### config.mk
export PLATFORM = sky130hd
export DESIGN_NAME = can_mode_ctrl
export DESIGN_NICKNAME = d
export VERILOG_FILES = /design/src/rtl/can_mode_pkg.sv /design/src/rtl/can_mode_req_regs.sv /design/src/rtl/can_resync_cnt.sv /design/src/rtl/can_mode_fsm.sv /design/src/rtl/can_mode_ctrl.sv
export SDC_FILE = /design/constraint.sdc
export NUM_CORES = 1
export LEC_CHECK = 0
export BUFFER_PORTS_ARGS = -buffer_cell sky130_fd_sc_hd__buf_2
export CORE_MARGIN = 2
export CORE_UTILIZATION = 30
export CTS_CLUSTER_DIAMETER = 30
export DETAILED_ROUTE_END_ITERATION = 10
export HOLD_SLACK_MARGIN = 0.12
export PLACE_DENSITY_LB_ADDON = 0.08
export SETUP_SLACK_MARGIN = 0.5
export SLEW_MARGIN = 20
export SYNTH_ARGS = -nofsm -noshare
export SYNTH_HDL_FRONTEND = slang
export SYNTH_SLANG_ARGS = --single-unit
### constraint.sdc
create_clock -name clk -period 2.1 [get_ports clk]
set_clock_uncertainty 0.2 [all_clocks]
set_input_delay 0.21 -clock clk [delete_from_list [all_inputs] [get_ports clk]]
set_output_delay 0.21 -clock clk [all_outputs]
set_load 0.005 [all_outputs]
### src/rtl/can_mode_pkg.sv
package can_mode_pkg;

    typedef enum logic [1:0] {
        MODE_INIT   = 2'd0,
        MODE_RESYNC = 2'd1,
        MODE_RUN    = 2'd2,
        MODE_SLEEP  = 2'd3
    } mode_e;

endpackage

### src/rtl/can_mode_req_regs.sv
module can_mode_req_regs (
    input  logic clk,
    input  logic rst_n,
    input  logic ctl_wr,
    input  logic wr_init,
    input  logic wr_sleep,
    input  logic wake_pending,
    input  logic wake_en,
    input  logic bit_tick,
    input  logic rx_bit,
    input  logic init_ack,
    input  logic sleep_ack,
    output logic init_req,
    output logic sleep_req
);

    logic init_nxt;
    logic sleep_nxt;
    logic bus_wake;

    always_comb begin
        bus_wake = sleep_ack & wake_en & bit_tick & ~rx_bit;

        init_nxt = init_req;
        if (ctl_wr) begin
            if (wr_init) begin
                init_nxt = 1'b1;
            end else if (init_ack) begin
                init_nxt = 1'b0;
            end
        end

        sleep_nxt = sleep_req;
        if (ctl_wr) begin
            if (wr_sleep) begin
                if (!wake_pending) begin
                    sleep_nxt = 1'b1;
                end
            end else if (sleep_ack) begin
                sleep_nxt = 1'b0;
            end
        end
        if (bus_wake) begin
            sleep_nxt = 1'b0;
        end
    end

    always_ff @(posedge clk or negedge rst_n) begin
        if (!rst_n) begin
            init_req  <= 1'b1;
            sleep_req <= 1'b0;
        end else begin
            init_req  <= init_nxt;
            sleep_req <= sleep_nxt;
        end
    end

endmodule

### src/rtl/can_resync_cnt.sv
module can_resync_cnt #(
    parameter int RUN_LEN     = 11,
    parameter int BUSOFF_RUNS = 128
) (
    input  logic clk,
    input  logic rst_n,
    input  logic enable,
    input  logic bit_tick,
    input  logic rx_bit,
    input  logic bus_off,
    output logic sync_done
);

    localparam int RW = $clog2(RUN_LEN + 1);
    localparam int OW = $clog2(BUSOFF_RUNS + 1);
    localparam logic [RW-1:0] RUN_LAST = RW'(RUN_LEN - 1);
    localparam logic [OW-1:0] OCC_LAST = OW'(BUSOFF_RUNS - 1);

    logic [RW-1:0] run_q;
    logic [OW-1:0] occ_q;
    logic          run_full;
    logic          occ_full;

    always_comb begin
        run_full  = bit_tick & rx_bit & (run_q == RUN_LAST);
        occ_full  = (occ_q == OCC_LAST);
        sync_done = enable & run_full & (~bus_off | occ_full);
    end

    always_ff @(posedge clk or negedge rst_n) begin
        if (!rst_n) begin
            run_q <= '0;
            occ_q <= '0;
        end else if (!enable) begin
            run_q <= '0;
            occ_q <= '0;
        end else if (bit_tick) begin
            if (!rx_bit) begin
                run_q <= '0;
            end else if (run_full) begin
                run_q <= '0;
                if (!occ_full) begin
                    occ_q <= occ_q + 1'b1;
                end
            end else begin
                run_q <= run_q + 1'b1;
            end
        end
    end

endmodule

### src/rtl/can_mode_fsm.sv
module can_mode_fsm
    import can_mode_pkg::*;
(
    input  logic  clk,
    input  logic  rst_n,
    input  logic  init_req,
    input  logic  sleep_req,
    input  logic  bus_idle,
    input  logic  sync_done,
    output mode_e mode,
    output logic  regs_clear
);

    mode_e state_q;
    mode_e state_d;

    always_ff @(posedge clk or negedge rst_n) begin
        if (!rst_n) begin
            state_q <= MODE_INIT;
        end else begin
            state_q <= state_d;
        end
    end

    always_comb begin
        state_d = state_q;
        if (init_req) begin
            state_d = MODE_INIT;
        end else begin
            unique case (state_q)
                MODE_INIT:   state_d = MODE_RESYNC;
                MODE_RESYNC: if (sync_done) state_d = MODE_RUN;
                MODE_RUN:    if (sleep_req && bus_idle) state_d = MODE_SLEEP;
                MODE_SLEEP:  if (!sleep_req) state_d = MODE_RUN;
            endcase
        end
    end

    always_ff @(posedge clk or negedge rst_n) begin
        if (!rst_n) begin
            regs_clear <= 1'b0;
        end else begin
            regs_clear <= (state_d == MODE_INIT) && (state_q != MODE_INIT);
        end
    end

    assign mode = state_q;

endmodule

### src/rtl/can_mode_ctrl.sv
module can_mode_ctrl
    import can_mode_pkg::*;
#(
    parameter int RUN_LEN     = 11,
    parameter int BUSOFF_RUNS = 128
) (
    input  logic clk,
    input  logic rst_n,
    input  logic ctl_wr,
    input  logic wr_init,
    input  logic wr_sleep,
    input  logic wake_pending,
    input  logic wake_en,
    input  logic bit_tick,
    input  logic rx_bit,
    input  logic receiving,
    input  logic tx_buffers_empty,
    input  logic bus_off,
    input  logic cpu_wait,
    input  logic wait_disable,
    input  logic cpu_stop,
    input  logic tx_bit_in,
    input  logic cfg_wr_req,
    output logic init_req,
    output logic init_ack,
    output logic sleep_req,
    output logic sleep_ack,
    output logic bus_synced,
    output logic abort_xfer,
    output logic regs_clear,
    output logic cfg_wr_grant,
    output logic tx_pin
);

    mode_e mode;
    logic  sync_done;
    logic  bus_idle;
    logic  tx_force;

    assign bus_idle = ~receiving & tx_buffers_empty;

    can_mode_req_regs u_req (
        .clk          (clk),
        .rst_n        (rst_n),
        .ctl_wr       (ctl_wr),
        .wr_init      (wr_init),
        .wr_sleep     (wr_sleep),
        .wake_pending (wake_pending),
        .wake_en      (wake_en),
        .bit_tick     (bit_tick),
        .rx_bit       (rx_bit),
        .init_ack     (init_ack),
        .sleep_ack    (sleep_ack),
        .init_req     (init_req),
        .sleep_req    (sleep_req)
    );

    can_resync_cnt #(
        .RUN_LEN     (RUN_LEN),
        .BUSOFF_RUNS (BUSOFF_RUNS)
    ) u_cnt (
        .clk       (clk),
        .rst_n     (rst_n),
        .enable    (mode == MODE_RESYNC),
        .bit_tick  (bit_tick),
        .rx_bit    (rx_bit),
        .bus_off   (bus_off),
        .sync_done (sync_done)
    );

    can_mode_fsm u_fsm (
        .clk        (clk),
        .rst_n      (rst_n),
        .init_req   (init_req),
        .sleep_req  (sleep_req),
        .bus_idle   (bus_idle),
        .sync_done  (sync_done),
        .mode       (mode),
        .regs_clear (regs_clear)
    );

    always_comb begin
        init_ack     = (mode == MODE_INIT);
        sleep_ack    = (mode == MODE_SLEEP);
        bus_synced   = (mode == MODE_RUN) || (mode == MODE_SLEEP);
        abort_xfer   = init_req;
        cfg_wr_grant = cfg_wr_req & init_req & init_ack;
        tx_force     = init_req | cpu_stop | (cpu_wait & wait_disable)
                     | (mode != MODE_RUN);
        tx_pin       = tx_force ? 1'b1 : tx_bit_in;
    end

endmodule

Word level (Yosys, flattened, before mapping):

Cells that the tools add are included.

* add/subtract/negate cells: 2
* mux-type cells: 22
* bitwise operators: 18
* reduce and logical (&&, ||, !) cells: 12
* equality and inequality tests: 11

Operators with widths (count)
* 8-bit 2-to-1 mux: 5
* 4-bit 2-to-1 mux: 4
* 1-bit AND: 11
* 2-bit != test, second input constant: 5
* 8-bit by 1-bit adder with 8-bit output, second input constant: 1
* 8-bit by 7-bit equality test with 1-bit output, second input constant: 1
* 1-bit 2-to-1 mux: 8
* 2-bit 2-to-1 mux: 4
* 2-bit one-hot mux with 4 select lines: 1
* 2-bit nonzero test: 3
* 4-bit by 1-bit adder with 4-bit output, second input constant: 1
* 2-bit equality test, second input constant: 2
* 4-bit equality test, second input constant: 1
* 2-bit zero test: 2
* 1-bit bitwise OR: 4
* 4-bit AND reduction: 1
* 3-bit by 2-bit != test with 1-bit output, second input constant: 1
* 1-bit NOT: 3
* 3-bit AND reduction: 1
* 3-bit nonzero test: 1
* 2-bit by 1-bit equality test with 1-bit output, second input constant: 1
* 1-bit logical AND: 2
* 2-bit AND reduction: 1
* 1-bit logical OR: 1

* bits of input ports: 17
* output and inout port bits: 9
* bits in registers: 17

Longest topological paths before layout:

* depth in word-level cells: 9
* mapped depth: 7

Hierarchy:

From an unflattened synthesis, not the netlist that was laid out.

* cell total of the unflattened synthesis: 103
* area, all modules: 996.0 sq um

By module, submodules not included
* can_resync_cnt: times used 1, cells an instance 77, area an instance 714.4 sq um
* can_mode_fsm: times used 1, cells an instance 8, area an instance 116.4 sq um
* can_mode_req_regs: times used 1, cells an instance 8, area an instance 97.6 sq um
* can_mode_ctrl: times used 1, cells an instance 10, area an instance 67.6 sq um

Least setup slack after synthesis:

Ideal clock, no wire load.

* path kind: register -> register
* start point: register u_cnt.run_q[0]
* end point: register u_cnt.occ_q[7]
* stages on the path, launching flop included: 8
* setup time: 0.128 ns
* period minus slack after synthesis: 1.887 ns
* setup slack: 0.213 ns
* data arrival time: 1.559 ns
* path buffers: 1
* cell sequence: dfrtp_1 > inv_1 > ha_1 > and3_4 > o211ai_2 > buf_6 > nor4_2 > mux2_1

* longest elaborated chain between the ends: 4

Ends and longest elaborated chain
* start, declared: RTL line can_resync_cnt.sv:19 `logic [RW-1:0] run_q;`
* start signal, assigned: RTL line can_resync_cnt.sv:46 `run_q <= run_q + 1'b1;`
* 4-bit equality test: RTL line can_resync_cnt.sv:25 `run_full = bit_tick & rx_bit & (run_q == RUN_LAST);`
* 1-bit AND: RTL line can_resync_cnt.sv:25
* 2-bit != test (no source line)
* 4-bit AND reduction (no source line)
* end signal, assigned: RTL line can_resync_cnt.sv:43 `occ_q <= occ_q + 1'b1;`
* end, declared: RTL line can_resync_cnt.sv:20 `logic [OW-1:0] occ_q;`

Every way passes these cells.
A chain may end at the register's enable or synchronous reset.

Worst setup path after layout:

* start point: register u_cnt.occ_q[1]
* end point: register u_cnt.occ_q[7]

* longest elaborated chain between the ends: 6
* elaborated cells between the ends (all ways): 9
* those cells by class: add/sub: 1; eq/ne: 2; mux: 5; reduce/logical: 1

Ends and longest elaborated chain
* 8-bit by 1-bit adder with 8-bit output: RTL line can_resync_cnt.sv:43
* 8-bit 2-to-1 mux: RTL line can_resync_cnt.sv:42 `if (!occ_full) begin`
* 8-bit 2-to-1 mux: RTL line can_resync_cnt.sv:40 `end else if (run_full) begin`
* 8-bit 2-to-1 mux: RTL line can_resync_cnt.sv:38 `if (!rx_bit) begin`
* 8-bit 2-to-1 mux: RTL line can_resync_cnt.sv:37 `end else if (bit_tick) begin`
* 8-bit 2-to-1 mux: RTL line can_resync_cnt.sv:34 `end else if (!enable) begin`

Several ways; a longest one is shown, not always the timed one. The select of a mux whose other input is x is not followed.

==> metrics.cfg <==
[yosys]
synth-edff-count=0
synth_flop_cell=dfrtp_1
ys_warn_count=0
synth-seq-cells=17
syn_nets=124
ys_top_cells_by_area=dfrtp_1, a21oi_1, ha_1, nand4_1, o21ai_0
synth_xor_area_share_pct=0.909
synth_fa_ha_area_share_pct=3.90
synth_area_um2=963
synth_cell_types=36
synth_top_family_by_area=simple AND/OR/NAND/NOR gates
synth_area_leader_cell=dfrtp_1
synth.most_common_cell=dfrtp_1
ys_seq_area_share_pct=44.3
avgSynthCellArea_um2=9.26
yosys-top-cells-count=dfrtp_1, a21oi_1, nand2_1, nor2_1
synth-compound-area-share_pct=16.1
synthMuxAreaShare_pct=2.21
synth-async-reset-ratio_pct=100
synthSimpleGateAreaFrac_pct=26.4
synth_top_cell_area_share_pct=41.6
synthCells=104

[clock_network]
clk_latency_ns=0.29
cts.sinks=17
htreeDepth=1
clk_path_buf_depth=2
clkSlewWorstSetupHoldPaths_ns=0.12
cts_buffers=3
cts_root_buffer=clkbuf_4
cts_tree=done

[placement]
place_inst=169
io_buffers=25
finalWeightedCongestion=0.808
place_hpwl_um=1530
dpl_cell_area_um2=1110
pre_cts_slack_ns=0.0501

[worst_setup_path]
path_cells=ha_2, nand4_1, o211ai_4, nor4_2, mux2_1
path_max_fanout=5
rrSetupSlack_ns=0.28
path_delay_family=simple AND/OR/NAND/NOR gates
crit_path_end_kind=flip-flop
critPathRequiredTime_ns=2.09
cp-start-kind=flip-flop
critPathBufInv=0
reg2reg_to=u_cnt.occ_q[7]
slowest_delay_ns=0.40
worstPathArrival_ns=1.81
r2r_cells=5
slowest_stage=dfrtp_1
r2r_start=u_cnt.occ_q[1]
cp-startpoint=u_cnt.occ_q[1]
path_class=flip-flop to flip-flop

[drt]
viasPerCell=4.93
route.detailed.drc=0
ant_nets=0
drt_iter0_drc=30
wl_um=2490
wl_per_cell_um=12.8
vias=962
dr.pass1.iters=4

[flow_run]
maxCapViolations=0

[cells_and_area]
multi_input_area_um2=544
drive_above_1_share_pct=37.1
n_fill_cell=314
layout.nets=172
final_cell_area_um2=1400
diodes=0
final_cells=195
layout.area.seq_um2=429
area_growth_pct=45.6
postLayoutCoreUtil_pct=45.9

[power_and_ir_drop]
peakVddDrop_uv=268
cellPowerDensity_nw_per_um2=493
leakagePower_nw=0.608

[die]
fp.dieW_um=60.7
fp-row-count=20
ios=26
dieArea_um2=3680
die_h_um=60.7
initial_utilization_pct=31.6
core_area_um2=3050

[global_routing]
grt_start_max_net_pins=18
grt_use_total_pct=15.0
grt.overflow.total=0
grt_pass1_wl_um=4160
antenna_found_initial=0
grt_pass1_vias=954

[sta]
hold_viol_final=0
slew_headroom_pct=73.1
fin_crit_sh_pct=86.7
fmaxAchievable_ghz=0.549
fin_ws_ns=0.279
final_max_slew_viol_count=0
rsz0062_at_grt=true
setup_viol=0
fin_tns_setup_ns=0
fin_crit_ns=1.82
tightest_slew_ns=0.403

[status]
status=finished, final reports clean

[worst_hold_path]
hp-start=bit_tick
holdPathStages=5
holdPathEnd=u_cnt.run_q[3]
hold_class=input pin to flip-flop

cell usage in the layout (no fill, tap or decap), types with 3 or more instances in the layout:
cell type       n
a21oi_1        13
o21ai_0         5
buf_4          11
nand2_1         8
nor2_1          7
dfrtp_1        14
or3_1           3
buf_2          24
nor2b_1         3
nand3_1         3
inv_1           5
clkbuf_4        3
dlygate4sd3_1  11
nand4_1         5
worst max-delay path by stage:
stage,to,slack [ns],cells past startpoint
after CTS,u_cnt.occ_q[7],0.24,5
after global placement,u_cnt.occ_q[7],0.11,6
final,u_cnt.occ_q[7],0.28,5
after detailed placement,u_cnt.occ_q[7],0.05,6
after global routing,u_cnt.occ_q[7],0.19,5
after floorplan,u_cnt.occ_q[7],0.21,7
cells by family after synthesis:
group / Yosys count
and+or+nand+nor: 44
AOI/OAI and AO/OA: 26
DFF: 17
buffers and inverters: 11
adders and majority gates: 3
muxes: 2
xor gates and xnor gates: 1
flip-flops by register name, indices dropped and copies added (netlist names):
signal,cells
u_cnt.occ_q,8
u_cnt.run_q,4
u_fsm.mode,2
u_fsm.regs_clear,1
u_req.init_req,1
u_req.sleep_req,1
tightest hold or removal path: stages:
cell	delay [ns]
buf_2	0.12
nand2_1	0.05
nor3_1	0.04
a21oi_1	0.10
a21oi_1	0.07
power breakdown:
part | leakage (nW) | total, mW | internal (mW) | switching [mW]
clock network | 0.0177 | 0.185 | 0.0707 | 0.114
logic | 0.364 | 0.146 | 0.0778 | 0.0685
registers | 0.226 | 0.360 | 0.345 | 0.0158
layout make-up:
cell class                 instances  share of cell area [%]
multi-input combinational         77                    38.8
sequential                        17                    30.6
timing repair buffer              47                    23.1
tap                               44                    3.93
clock buffer                       3                    1.61
inverter                           6                    1.61
clock inverter                     1                   0.357
stage by stage:
step	hold slack (ns)	total power [mW]
after detailed placement	-0.0327	0.470
final	0.126	0.692
after CTS	0.128	0.687
after global placement	-0.0306	0.468
after global routing	0.145	0.739
after floorplan	-0.286	0.418
what timing repair did:
action	CTS	global route
pin swaps	7	5
setup buffers	7	3
gates resized for setup	9	7
cloned	1	0
endpoints found under the hold margin	24	0
hold buffers	11	0
setup endpoints to repair	9	12
routing by layer:
metal	up-vias	part of all wire [%]	global-route usage, %
li1	470	-	-
met1	461	44	18.7
met2	27	50	26.6
met3	4	4.3	2.56
met4	0	1.4	4.66
met5	-	0	0
(Power assumes the default switching activity.)
